## config.mk

```make
export PLATFORM = sky130hd
export DESIGN_NAME = ovl_flag_monitor
export DESIGN_NICKNAME = d
export VERILOG_FILES = /design/src/rtl/ovl_pkg.sv /design/src/rtl/ovl_level_detect.sv /design/src/rtl/ovl_hold_timer.sv /design/src/rtl/ovl_mute_seq.sv /design/src/rtl/ovl_flag_monitor.sv
export SDC_FILE = /design/constraint.sdc
export NUM_CORES = 1
export LEC_CHECK = 0
export CORE_MARGIN = 10
export CORE_UTILIZATION = 51
export CTS_BUF_LIST = sky130_fd_sc_hd__clkbuf_16
export CTS_CLUSTER_DIAMETER = 80
export DETAILED_ROUTE_END_ITERATION = 7
export PLACE_DENSITY = 0.93
export SYNTH_ARGS = -nofsm -noshare
export SYNTH_HDL_FRONTEND = slang
export SYNTH_HIERARCHICAL = 1
export SYNTH_SLANG_ARGS = --single-unit
```

## constraint.sdc

```tcl
create_clock -name clk -period 3.4 [get_ports clk]
set_input_delay 0.34 -clock clk [delete_from_list [all_inputs] [get_ports clk]]
set_output_delay 0.34 -clock clk [all_outputs]
set_load 0.01 [all_outputs]
```

## src/rtl/ovl_pkg.sv

```systemverilog
`timescale 1ns/1ps
package ovl_pkg;
    typedef enum logic {HOLD_IDLE, HOLD_ACTIVE} hold_state_t;
    typedef enum logic {MUTE_WAIT, MUTE_PASS} mute_state_t;
endpackage

```

## src/rtl/ovl_level_detect.sv

```systemverilog
`timescale 1ns/1ps
module ovl_level_detect #(
    parameter int SAMPLE_W = 20,
    parameter int THRESH   = 458752
) (
    input  logic [SAMPLE_W-1:0] smp_left,
    input  logic [SAMPLE_W-1:0] smp_right,
    output logic                over
);
    localparam logic signed [SAMPLE_W-1:0] POS_LIM = SAMPLE_W'(THRESH);
    localparam logic signed [SAMPLE_W-1:0] NEG_LIM = SAMPLE_W'(-THRESH);

    logic [SAMPLE_W-1:0] chan [2];
    logic [1:0]          hit;

    assign chan[0] = smp_left;
    assign chan[1] = smp_right;

    // the most negative code lies below NEG_LIM, so it trips as well
    for (genvar c = 0; c < 2; c++) begin : g_chan
        assign hit[c] = ($signed(chan[c]) > POS_LIM) || ($signed(chan[c]) < NEG_LIM);
    end

    assign over = |hit;
endmodule

```

## src/rtl/ovl_hold_timer.sv

```systemverilog
`timescale 1ns/1ps
module ovl_hold_timer
    import ovl_pkg::*;
#(
    parameter int HOLD_LEN = 512
) (
    input  logic clk,
    input  logic rst_n,
    input  logic tick,
    input  logic trip,
    input  logic restart,
    output logic flag
);
    localparam int CW = $clog2(HOLD_LEN + 1);
    localparam logic [CW-1:0] LOAD = CW'(HOLD_LEN);

    hold_state_t state, nxt;
    logic [CW-1:0] cnt;

    always_comb begin
        nxt = state;
        unique case (state)
            HOLD_IDLE:   if (trip) nxt = HOLD_ACTIVE;
            HOLD_ACTIVE: if (tick && !trip && cnt == CW'(1)) nxt = HOLD_IDLE;
        endcase
        if (restart) nxt = HOLD_IDLE;
    end

    always_ff @(posedge clk or negedge rst_n) begin
        if (!rst_n) begin
            state <= HOLD_IDLE;
            cnt   <= '0;
        end else begin
            state <= nxt;
            if (restart)                          cnt <= '0;
            else if (trip)                        cnt <= LOAD;
            else if (tick && state == HOLD_ACTIVE) cnt <= cnt - CW'(1);
        end
    end

    always_comb flag = (state == HOLD_ACTIVE);
endmodule

```

## src/rtl/ovl_mute_seq.sv

```systemverilog
`timescale 1ns/1ps
module ovl_mute_seq
    import ovl_pkg::*;
#(
    parameter int SAMPLE_W     = 20,
    parameter int MUTE_OFF_LEN = 1024,
    parameter int MUTE_ON_LEN  = 12288
) (
    input  logic                clk,
    input  logic                rst_n,
    input  logic                tick,
    input  logic                dcf_en,
    input  logic                restart,
    input  logic [SAMPLE_W-1:0] in_left,
    input  logic [SAMPLE_W-1:0] in_right,
    output logic [SAMPLE_W-1:0] out_left,
    output logic [SAMPLE_W-1:0] out_right
);
    localparam int MAX_LEN = (MUTE_ON_LEN > MUTE_OFF_LEN) ? MUTE_ON_LEN : MUTE_OFF_LEN;
    localparam int CW      = $clog2(MAX_LEN + 1);
    localparam logic [CW-1:0] LAST_OFF = CW'(MUTE_OFF_LEN - 1);
    localparam logic [CW-1:0] LAST_ON  = CW'(MUTE_ON_LEN - 1);

    mute_state_t state, nxt;
    logic [CW-1:0] cnt;
    logic [CW-1:0] last;

    assign last = dcf_en ? LAST_ON : LAST_OFF;

    always_comb begin
        nxt = state;
        unique case (state)
            MUTE_WAIT: if (tick && cnt >= last) nxt = MUTE_PASS;
            MUTE_PASS: nxt = MUTE_PASS;
        endcase
        if (restart) nxt = MUTE_WAIT;
    end

    always_ff @(posedge clk or negedge rst_n) begin
        if (!rst_n) begin
            state <= MUTE_WAIT;
            cnt   <= '0;
        end else begin
            state <= nxt;
            if (restart)                         cnt <= '0;
            else if (tick && state == MUTE_WAIT) cnt <= cnt + CW'(1);
        end
    end

    always_ff @(posedge clk or negedge rst_n) begin
        if (!rst_n) begin
            out_left  <= '0;
            out_right <= '0;
        end else if (restart) begin
            out_left  <= '0;
            out_right <= '0;
        end else if (tick) begin
            out_left  <= (state == MUTE_PASS) ? in_left  : '0;
            out_right <= (state == MUTE_PASS) ? in_right : '0;
        end
    end
endmodule

```

## src/rtl/ovl_flag_monitor.sv

```systemverilog
`timescale 1ns/1ps
module ovl_flag_monitor #(
    parameter int SAMPLE_W     = 20,
    parameter int THRESH       = 458752,
    parameter int HOLD_LEN     = 512,
    parameter int MUTE_OFF_LEN = 1024,
    parameter int MUTE_ON_LEN  = 12288
) (
    input  logic                clk,
    input  logic                rst_n,
    input  logic                smp_stb,
    input  logic [SAMPLE_W-1:0] smp_left,
    input  logic [SAMPLE_W-1:0] smp_right,
    input  logic                dcf_en,
    input  logic                restart,
    output logic                ovl_flag,
    output logic [SAMPLE_W-1:0] out_left,
    output logic [SAMPLE_W-1:0] out_right
);
    logic over;
    logic tick;
    logic trip;

    assign tick = smp_stb && !restart;
    assign trip = tick && over;

    ovl_level_detect #(.SAMPLE_W(SAMPLE_W), .THRESH(THRESH)) u_det (
        .smp_left (smp_left),
        .smp_right(smp_right),
        .over     (over)
    );

    ovl_hold_timer #(.HOLD_LEN(HOLD_LEN)) u_hold (
        .clk    (clk),
        .rst_n  (rst_n),
        .tick   (tick),
        .trip   (trip),
        .restart(restart),
        .flag   (ovl_flag)
    );

    ovl_mute_seq #(
        .SAMPLE_W    (SAMPLE_W),
        .MUTE_OFF_LEN(MUTE_OFF_LEN),
        .MUTE_ON_LEN (MUTE_ON_LEN)
    ) u_mute (
        .clk      (clk),
        .rst_n    (rst_n),
        .tick     (tick),
        .dcf_en   (dcf_en),
        .restart  (restart),
        .in_left  (smp_left),
        .in_right (smp_right),
        .out_left (out_left),
        .out_right(out_right)
    );
endmodule

```

==> results of run 1 <==
[synthesized netlist by cell type, drive strengths merged]
cell type | count | area [µm²]
nand2 | 6 | 22.5
o21ai | 5 | 25.0
xnor2 | 3 | 26.3
a22o | 40 | 350
nor4b | 2 | 17.5
nor3b | 1 | 7.51
nand4bb | 1 | 11.3
dfrtp | 66 | 1650
nor2 | 21 | 78.8
ha | 6 | 75.1
a211oi | 3 | 22.5
clkbuf | 9 | 33.8
and2 | 4 | 25.0
nand4b | 1 | 8.76
or4bb | 1 | 11.3
a21oi | 6 | 30.0
o41ai | 2 | 17.5
or3 | 8 | 51.3
o311ai | 1 | 8.76
or2 | 1 | 6.26
mux2i | 3 | 30.0
nor2b | 4 | 25.0
xor2 | 10 | 87.6
nand4 | 8 | 50.1
a211o | 1 | 8.76
and3b | 1 | 8.76
nor4 | 11 | 93.8
and3 | 3 | 20.0
a21o | 1 | 7.51
and4b | 1 | 10.0
nand2b | 1 | 6.26
buf | 3 | 30.0
inv | 4 | 15.0
and4 | 1 | 8.76
o31ai | 1 | 7.51
nand3 | 10 | 55.1
or4 | 3 | 27.5
[flip-flops by register name (all words and copies together) (netlist names)]
signal,flops
u_mute/out_right,20
u_mute/out_left,20
u_hold/flag,1
u_mute/cnt,14
u_mute/state,1
u_hold/cnt,10
[power groups by stage]
stage,Combinational [µW],Sequential [µW],Clock [µW]
after floorplan,38.1,808,0
after global placement,125,808,0
after detailed placement,132,808,0
after CTS,134,795,825
after global routing,145,795,865
final,133,795,808
[metrics by stage]
stage	cell area [µm²]	setup slack (ns)	power, µW
floorplan	2970	1.62	846
global placement	3890	0.904	934
detailed placement	3890	0.798	940
CTS	4160	1.11	1750
global route	4160	0.957	1810
finish	4160	1.08	1740
[area by class of cell]
class / instances / area [µm²] / share of cell area
multi-input cells: 171 / 1250 / 0.300
inverters: 4 / 15.0 / 0.00361
repair buffers: 91 / 891 / 0.214
clock inverters: 6 / 35.0 / 0.00843
well taps: 72 / 90.1 / 0.0217
flip-flops and latches: 66 / 1650 / 0.397
clock buffers: 9 / 225 / 0.0542
[layer usage]
metal | wire length, µm | share of wire
met1 | 3250 | 0.38
met2 | 4180 | 0.49
met3 | 947 | 0.11
met4 | 174 | 0.020
met5 | 0 | 0
[final timing paths]
kind                                           from  depth (start not counted)                   to
worst max-delay path                  smp_right[11]                          8        u_hold/cnt[7]
worst min-delay path                          rst_n                          1  u_mute/out_right[1]
worst max register to register        u_hold/cnt[0]                          3        u_hold/cnt[7]
worst min register to register  u_mute/out_right[9]                          1  u_mute/out_right[9]
max in group asynchronous                     rst_n                          2   u_mute/out_left[9]
min in group clk                u_mute/out_right[9]                          1  u_mute/out_right[9]
[cells by family after synthesis]
family / share of synthesized area
xor gates and xnor gates: 0.0383
AOI/OAI and AO/OA: 0.161
buffers and inverters: 0.0265
muxes: 0.0101
adders and majority gates: 0.0253
DFF: 0.556
and+or+nand+nor: 0.184
[placed cells by master (no fill, tap or decap), types with 2 or more instances in the layout]
cell type	count
clkdlybuf4s50_1	84
dfrtp_1	66
a22o_1	40
nor2_1	19
xor2_1	10
clkbuf_16	9
nand3_1	9
nand4_1	8
nor4_1	7
or3_1	7
buf_4	6
nand2_1	6
a21oi_1	6
ha_1	6
o21ai_0	5
nor2b_1	4
nor4_2	4
inv_1	4
and2_1	4
clkinv_2	3
mux2i_1	3
xnor2_1	3
a211oi_1	3
nor4b_1	2
o41ai_1	2
nor2_2	2
and3_1	2
==> metrics.md, run 1 <==
| Metric | Value |
|---|---|
| CTS tree | yes |
| # hold bufs at CTS | 0 |
| Most frequent CP cell | nand4_1 |
| Syn nets | 304 |
| # Max-Cap Violations | 0 |
| Critical path endpoint category | flip-flop |
| Aggregate global-route resource usage | 0.195 |
| Worst path required time | 3.61 ns |
| Layout Cells excl Fill | 419 |
| Worst slew pin tran | 1.10 ns |
| Die height | 96.4 µm |
| CP Max Fanout | 8 |
| Net Sw Frac | 0.230 |
| Flop-to-flop setup slack | 1.72 ns |
| TNS Setup | 0 ns |
| Period Utilization, post-route | 0.682 |
| Worst path cell trace | clkdlybuf4s50_1, nor4_1, nand4_1, nand4_1, nand3_1, and3b_1, or3_1, o41ai_1 |
| Area of the mapped netlist | 0.00297 mm² |
| Largest net degree at the start of global routing | 52 |
| GP Congestion | 0.812 |
| Ports | 86 |
| Leak pwr | 0.00182 µW |
| Number of vias per cell | 6.03 |
| DRC viols | 0 |
| CP bufs+invs | 1 |
| Final nets | 394 |
| Setup CP Type | in2reg |
| Most crowded layer after global routing | met2 |
| Initial antenna violation count | 0 |
| Fmax achieved | 432 MHz |
| Worst slew margin | 0.266 |
| Grt met2 use | 0.314 |
| Vias | 2526 |
| Die width | 96.4 µm |
| Sequential share of power | 0.458 |
| GR Layer Usage met3 | 0.0949 |
| CORE AREA | 0.00557 mm² |
| Core Rows | 27 |
| Total grt overflow | 0 |
| First-pass GRT wire length | 13.9 mm |
| Worst min-delay path class | in2async |
| Max stage delay on crit path | 0.46 ns |
| CP max stage cell | clkdlybuf4s50_1 |
| CTS Buf Count | 9 |
| Clock Sinks | 66 |
| Outcome | finished clean |
| Wire per inst | 20.4 µm |
| Worst skew pair latency | 0.32 ns |
| Starting DRT DRC Count | 150 |
| RSZ-0062 raised after global routing | false |
| Worst path arrival time | 2.53 ns |
| Clock Power Share | 0.465 |
| Utilization after layout | 0.745 |
| Worst-path clk slew | 0.06 ns |
| Final Setup Violations | 0 |
| Clock root buffer | clkbuf_16 |
| Final Skew | 0.00709 ns |
| Internal power | 1340 µW |
| Post-synthesis cell count | 253 |
| # fillers | 331 |
| Post-placement cell count | 404 |
| Max VDD drop | 0.337 mV |
| Crit start category | input pin |
| Final WL | 8.55 mm |
| Syn avg cell area | 11.8 µm² |
| Comb pwr share | 0.077 |
| Area Overhead vs Synth | 39.8% |
| Clock Path Buffers | 2 |
| P per Cell Area | 418 mW/mm² |
| Detail Placement HPWL | 5.92 mm |
| Tmin final | 2.32 ns |
| GRT met1 Usage | 0.215 |
| Fin. Hold Viols | 0 |
| Synth warn | 6 |
| CP top delay family | simple AND/OR/NAND/NOR gates |
| #FFs+latches synth | 66 |
| Fraction of layout cells with a size suffix above 1 | 0.0951 |
| CTS H-tree lvls | 3 |
| Buffers added on ports | 85 |
| Post-synthesis sequential area ratio | 0.556 |
| Ant. Diodes | 0 |
| P_sw | 399 µW |
| Setup bufs post-CTS | 0 |
| Vias in the first global route | 2758 |
| Post-CTS sizing | 0 |
| ANT nets after route | 0 |
| Initial core utilization | 0.533 |
| DIE AREA | 0.00928 mm² |
| Yosys cell types | 44 |
| Iteration count of the initial detailed-routing pass | 4 |
| WHS | 0.222 ns |
| Slew Limit Fails | 0 |
Power figures use the tool's default switching activity.
==> inputs of run 2 (changes only) <==
--- a/config.mk
+++ b/config.mk
@@ -6,11 +6,11 @@
 export NUM_CORES = 1
 export LEC_CHECK = 0
 export CORE_MARGIN = 10
-export CORE_UTILIZATION = 51
+export CORE_UTILIZATION = 47
 export CTS_BUF_LIST = sky130_fd_sc_hd__clkbuf_16
 export CTS_CLUSTER_DIAMETER = 80
 export DETAILED_ROUTE_END_ITERATION = 7
-export PLACE_DENSITY = 0.93
+export PLACE_DENSITY = 0.87
 export SYNTH_ARGS = -nofsm -noshare
 export SYNTH_HDL_FRONTEND = slang
 export SYNTH_HIERARCHICAL = 1
==> constraint.sdc (replaced) <==
create_clock -name clk -period 2.4 [get_ports clk]
set_input_delay 0.24 -clock clk [delete_from_list [all_inputs] [get_ports clk]]
set_output_delay 0.24 -clock clk [all_outputs]
set_load 0.01 [all_outputs]
==> run 2 against run 1 <==
Effect of this change: register-to-register slack lost 1.1 ns; worst hold slack lost 0.13 ns; die area grew 6.7%; flip-flop and latch count is the same; critical endpoint unchanged; largest cell class unchanged.
==> metrics.md, run 2 (synthesis results as in run 1) <==
| Metric | Value |
|---|---|
| R2r startpoint | u_hold/cnt[0] |
| Wire per inst | 19.2 µm (-5.8%) |
| # Max-Cap Violations | 0 (unchanged) |
| Worst setup path start | smp_left[11] |
| Final Setup Violations | 0 (unchanged) |
| Sequential share of power | 0.438 (-0.020) |
| Max VDD drop | 0.497 mV (+48%) |
| First-pass GRT wire length | 13.3 mm (-3.7%) |
| # hold bufs at CTS | 0 (unchanged) |
| Critical path endpoint category | flip-flop |
| CP bufs+invs | 1 (unchanged) |
| Worst path cell trace | clkdlybuf4s50_1, nor4_2, nand4_1, nand4_1, nand3_1, and3b_1, or3_1, o41ai_1 |
| CTS H-tree lvls | 3 (unchanged) |
| Die height | 99.5 µm (+3.3%) |
| P per Cell Area | 612 mW/mm² (+46%) |
| Largest net degree at the start of global routing | 67 (+29%) |
| Detail Placement HPWL | 5.58 mm (-5.8%) |
| Pre-CTS setup slack | -0.0388 ns (-0.837 ns) |
| Fraction of layout cells with a size suffix above 1 | 0.0920 (-0.00315) |
| Core Rows | 28 (+3.7%) |
| Fin. Hold Viols | 0 (unchanged) |
| Initial core utilization | 0.493 (-0.0400) |
| ANT nets after route | 0 (unchanged) |
| Worst path arrival time | 2.31 ns (-0.22 ns) |
| Reg-to-Reg End | u_hold/cnt[7] |
| Total grt overflow | 0 (unchanged) |
| Comb pwr share | 0.071 (-0.006) |
| Most frequent cells in the layout | clkdlybuf4s50_1, dfrtp_1, a22o_1 |
| CP top delay family | simple AND/OR/NAND/NOR gates |
| Tmin final | 2.11 ns |
| Fmax achieved | 474 MHz |
| Vias in the first global route | 2639 (-4.3%) |
| Net Sw Frac | 0.221 (-0.00846) |
| Outcome | finished clean |
| Initial antenna violation count | 0 (unchanged) |
| Leak pwr | 0.00184 µW (+0.91%) |
| Power Total | 2570 µW (+48%) |
| Placement Cell Area | 0.00391 mm² (+0.42%) |
| Period Utilization, post-route | 0.878 |
| Worst slew pin tran | 0.807 ns (-0.294 ns) |
| CP Max Fanout | 8 (unchanged) |
| Levels on crit path | 8 (unchanged) |
| Final nets | 394 (unchanged) |
| Crit start category | input pin |
| Clock Path Buffers | 2 (unchanged) |
| Worst Slack Setup Final | 0.292 ns (-0.791 ns) |
| P_sw | 568 µW (+42%) |
| Setup bufs post-CTS | 0 (unchanged) |
| Clock Power Share | 0.491 (+0.026) |
| Worst path required time | 2.60 ns (-1.01 ns) |
| Iteration count of the initial detailed-routing pass | 4 (unchanged) |
| Setup CP Type | in2reg |
| Flop-to-flop setup slack | 0.65 ns (-1.07 ns) |
| Slew Limit Fails | 0 (unchanged) |
| WHS | 0.0877 ns (-0.134 ns) |
| DIE AREA | 0.00991 mm² (+6.7%) |
| Die width | 99.5 µm (+3.3%) |
| Worst min-delay path class | in2async |
| Ant. Diodes | 0 (unchanged) |
| CTS Buf Count | 9 (unchanged) |
| Most frequent CP cell | nand4_1 |
| CTS tree | yes |
| Internal power | 2000 µW (+50%) |
| Final Skew | 0.00448 ns (-0.00261 ns) |
| Worst-path clk slew | 0.06 ns (about the same) |
| Aggregate global-route resource usage | 0.167 (-0.0282) |
| GP Congestion | 0.817 (+0.63%) |
| CP max stage cell | clkdlybuf4s50_1 |
| Buffers added on ports | 85 (unchanged) |
| Clock Sinks | 66 (unchanged) |
| CORE AREA | 0.00603 mm² (+8.1%) |
| DRC viols | 0 (unchanged) |
| Max stage delay on crit path | 0.46 ns (about the same) |
| Area Overhead vs Synth | 41.2% |
| Clock root buffer | clkbuf_16 |
| Worst skew pair latency | 0.32 ns (about the same) |
| Design area | 0.00420 mm² (+0.99%) |
| Worst slew margin | 0.462 (+0.196) |
| Most common cell after layout, fill and taps aside | clkdlybuf4s50_1 |
| Worst reg2reg path depth | 3 (unchanged) |
| Number of vias per cell | 5.79 (-4.0%) |
| Ports | 86 (unchanged) |
| Vias | 2449 (-3.0%) |
| Largest registers | u_mute/out_left: 20 flops, u_mute/out_right: 20 flops, u_mute/cnt: 14 flops |
| Post-CTS sizing | 0 (unchanged) |
| Final WL | 8.13 mm (-4.9%) |
| RSZ-0062 raised after global routing | false |
| Starting DRT DRC Count | 133 (-11%) |
## run 2: cell count changes in the layout (fill, tap and decap cells not counted)
cell / delta
buf_12: +1
buf_4: -1
clkinv_1: +2
clkinvlp_4: -1
bufinv_16: +1
clkinv_2: -1
## run 2: worst max-delay path by stage
| stage | to |
|---|---|
| 3_5_place_dp | u_hold/cnt[7] |
| 4_1_cts | u_hold/cnt[7] |
| 6_report | u_hold/cnt[7] |
| 2_1_floorplan | u_hold/cnt[7] |
| 5_1_grt | u_hold/cnt[1] |
| 3_3_place_gp | u_hold/cnt[7] |
## run 2: per-layer routing
metal | wire [µm] | GRT usage | vias up | share of wire
met5 | 0 | 0 | - | 0
met4 | 121 | 0.0606 | 0 | 0.015
met3 | 893 | 0.0948 | 15 | 0.11
met2 | 3910 | 0.261 | 101 | 0.48
met1 | 3200 | 0.185 | 1190 | 0.39
li1 | - | - | 1143 | -
## run 2: final cells by class
cell class | instances | area, µm²
fill | 415 | 1830
sequential | 66 | 1650
multi-input combinational | 171 | 1250
timing repair buffer | 91 | 903
clock buffer | 9 | 225
tap | 75 | 93.8
clock inverter | 7 | 60.1
inverter | 4 | 15.0
## run 2: worst register-to-register path, delay by kind of cell, from the launching register on
family | cells | cell delay [ns]
simple gates | 1 | 0.62
flops | 1 | 0.43
compound gates | 2 | 0.57
## run 2: power by group through the flow
| stage | combinational [µW] | clock [µW] | sequential (µW) |
|---|---|---|---|
| global route | 199 | 1320 | 1130 |
| detailed placement | 182 | 0 | 1150 |
| CTS | 183 | 1270 | 1130 |
| global placement | 176 | 0 | 1140 |
| floorplan | 54.0 | 0 | 1140 |
| finish | 182 | 1260 | 1130 |
## run 2: per-stage QoR
| stage | instances | TNS [ns] | utilization |
|---|---|---|---|
| 6_report | 423 | 0 | 0.696 |
| 5_1_grt | 423 | 0 | 0.696 |
| 4_1_cts | 423 | 0 | 0.696 |
| 3_5_place_dp | 407 | -0.0388 | 0.649 |
| 3_3_place_gp | 407 | 0 | 0.649 |
| 2_1_floorplan | 253 | 0 | - |
==> inputs of run 3 (changes only) <==
--- a/config.mk
+++ b/config.mk
@@ -11,7 +11,7 @@
 export CTS_CLUSTER_DIAMETER = 80
 export DETAILED_ROUTE_END_ITERATION = 7
 export PLACE_DENSITY = 0.87
+export SLEW_MARGIN = 10
 export SYNTH_ARGS = -nofsm -noshare
 export SYNTH_HDL_FRONTEND = slang
-export SYNTH_HIERARCHICAL = 1
 export SYNTH_SLANG_ARGS = --single-unit
==> run 3 against run 2 <==
Effect of this change: combinational power rose by 8%; die area fell by 0.40%; largest power group unchanged; clock-buffer cell count did not move; worst hold slack improved by 0.35 ns; critical endpoint is now u_hold.flag.
==> metrics.md, run 3 <==
| Metric | Value |
|---|---|
| Max stage delay on crit path | 0.56 ns (+0.10 ns) |
| Fraction of layout cells with a size suffix above 1 | 0.102 (+0.0103) |
| Vias | 2479 (+1.2%) |
| DIE AREA | 0.00987 mm² (-0.40%) |
| Buffers added on ports | 85 (unchanged) |
| Utilization after layout | 0.703 (+0.00644) |
| Leak pwr | 0.00185 µW (+0.81%) |
| Initial core utilization | 0.491 (-0.00249) |
| TNS Setup | 0 ns (unchanged) |
| # Max-Cap Violations | 0 (unchanged) |
| Vias in the first global route | 2604 (-1.3%) |
| Post-synthesis cell count | 256 (+1.2%) |
| #FFs+latches synth | 66 (unchanged) |
| Slew Limit Fails | 0 (unchanged) |
| Placement Cell Area | 0.00392 mm² (+0.26%) |
| Fin. Hold Viols | 0 (unchanged) |
| Ant. Diodes | 0 (unchanged) |
| CP bufs+invs | 0 (-1) |
| Die height | 99.3 µm (-0.20%) |
| Post-synthesis sequential area ratio | 0.558 (+0.00282) |
| Final nets | 398 (+1.0%) |
| First-pass GRT wire length | 13.7 mm (+2.7%) |
| ANT nets after route | 0 (unchanged) |
| CP Max Fanout | 3 (-5) |
| Syn avg cell area | 11.6 µm² (-1.7%) |
| RSZ-0062 raised after global routing | false |
| Most common cell in the netlist | dfrtp_1 |
| Core Rows | 28 (unchanged) |
| Starting DRT DRC Count | 148 (+11%) |
| Yosys cell types | 46 (+4.5%) |
| Number of vias per cell | 5.81 (+0.28%) |
| Final WL | 8.38 mm (+3.1%) |
| Synth warn | 0 (-6) |
| Power Total | 2640 µW (+2.9%) |
| Flop-to-flop setup slack | 0.49 ns (-0.16 ns) |
| Largest registers | u_mute.out_left: 20 flops, u_mute.out_right: 20 flops, u_mute.cnt: 14 flops |
| Number of synthesized flops with an enable pin | 0 (unchanged) |
| Main synth FF type | dfrtp_1 |
| Iteration count of the initial detailed-routing pass | 4 (unchanged) |
| GP Congestion | 0.822 (+0.67%) |
| Worst skew pair latency | 0.33 ns (about the same) |
| CTS Buf Count | 9 (unchanged) |
| CP max stage cell | or4_4 |
| Max VDD drop | 0.420 mV (-16%) |
| Area leader, netlist | dfrtp_1 |
| Clock root buffer | clkbuf_16 |
| Die width | 99.3 µm (-0.20%) |
| Worst-path clk slew | 0.06 ns (about the same) |
| CP top delay family | simple AND/OR/NAND/NOR gates |
| Ports | 86 (unchanged) |
| Most common cell after layout, fill and taps aside | clkdlybuf4s50_1 |
| Worst slew pin tran | 0.548 ns (-0.259 ns) |
| Final Setup Violations | 0 (unchanged) |
| Area Overhead vs Synth | 43.2% |
| CTS tree | yes |
| Initial antenna violation count | 0 (unchanged) |
| Setup CP Type | reg2reg |
| DRC viols | 0 (unchanged) |
| Worst path cell trace | or4_4, or3_1, o41ai_1, a21oi_1 |
| Synth top area cells | dfrtp_1, a22o_1, ha_1 |
| Syn nets | 307 (+0.99%) |
| Most frequent cells in the layout | clkdlybuf4s50_1, dfrtp_1, a22o_1 |
| Wire per inst | 19.6 µm (+2.1%) |
| Clock Sinks | 66 (unchanged) |
| Crit start category | flip-flop |
| Aggregate global-route resource usage | 0.171 (+0.00422) |
| Worst slew margin | 0.630 (+0.168) |
| Design area | 0.00424 mm² (+0.92%) |
| Final Skew | 0.00740 ns (+0.00292 ns) |
| Critical path endpoint category | flip-flop |
| Outcome | finished clean |
| Period Utilization, post-route | 0.795 (-0.0835) |
| Tmin final | 1.91 ns (-0.200 ns) |
| Total grt overflow | 0 (unchanged) |
| Worst min-delay path class | in2async |
| Top-area cell type share of the netlist area | 0.558 (+0.00282) |
| Async SR Flop Fraction | 1.00 (unchanged) |
| Clock Path Buffers | 2 (unchanged) |
| Worst path required time | 2.60 ns (about the same) |
| Fmax achieved | 524 MHz (+11%) |
| CTS H-tree lvls | 3 (unchanged) |
| Worst path arrival time | 2.11 ns (-0.20 ns) |
| Largest net degree at the start of global routing | 45 (-33%) |
| WHS | 0.442 ns (+0.354 ns) |
| CORE AREA | 0.00603 mm² (unchanged) |
| Area of the mapped netlist | 0.00296 mm² (-0.51%) |
| Detail Placement HPWL | 5.95 mm (+6.6%) |
| P per Cell Area | 624 mW/mm² (+2.0%) |
| Synth top cells by count | dfrtp_1, a22o_1, nor2_1 |
==> run 3: what timing repair did <==
| item | in CTS | in global routing |
|---|---|---|
| hold buffers | 1 | 0 |
| resized for setup | 0 | 0 |
| buffers inserted | 0 | 0 |
| hold endpoints to repair | 22 | 0 |
==> run 3: path summary, 6_finish.rpt <==
kind | startpoint | endpoint | cells after the start
max | u_hold.cnt[6] | u_hold.flag | 4
min | rst_n | u_mute.out_left[1] | 2
max reg2reg | u_hold.cnt[6] | u_hold.flag | 4
min reg2reg | u_mute.out_left[18] | u_mute.out_left[18] | 1
max in group asynchronous | rst_n | u_mute.out_right[19] | 3
min in group clk | u_mute.out_left[18] | u_mute.out_left[18] | 1
==> run 3: cells by family (layout without fill, tap and decap cells) <==
family	after synthesis	count (layout)	share of synthesized area
xor+xnor	16	16	0.0474
buf+inv	22	118	0.0288
fa+ha+maj	6	6	0.0254
mux	3	3	0.0114
flops	66	66	0.558
compound gates	59	59	0.166
simple gates	84	84	0.163
==> run 3: through the flow <==
stage / std cells / setup WS [ns]
3_5_place_dp: 410 / 0.223
6_report: 427 / 0.492
4_1_cts: 427 / 0.505
2_1_floorplan: 256 / 0.642
3_3_place_gp: 410 / 0.291
5_1_grt: 427 / 0.446
==> run 3: layout make-up <==
class,instances,area [µm²]
timing repair buffer,95,936
clock buffer,9,225
inverter,7,26.3
multi-input combinational,168,1220
tap,75,93.8
sequential,66,1650
fill,428,1790
clock inverter,7,78.8
==> run 3: power breakdown <==
group          total, µW  switching, µW  internal (µW)  leakage, µW
clock               1310            503            810     0.000138
sequential          1130           10.3           1120     0.000919
combinational        197           97.2            100     0.000795
==> run 3: routing by layer <==
metal  wire, µm  vias to the layer above  track usage  part of all wire
met5          0                        -            0                 0
met4        141                        0       0.0783             0.017
met3        599                       14       0.0436             0.071
met2       4190                       83        0.292              0.50
met1       3450                     1230        0.196              0.41
li1           -                     1152            -                 -
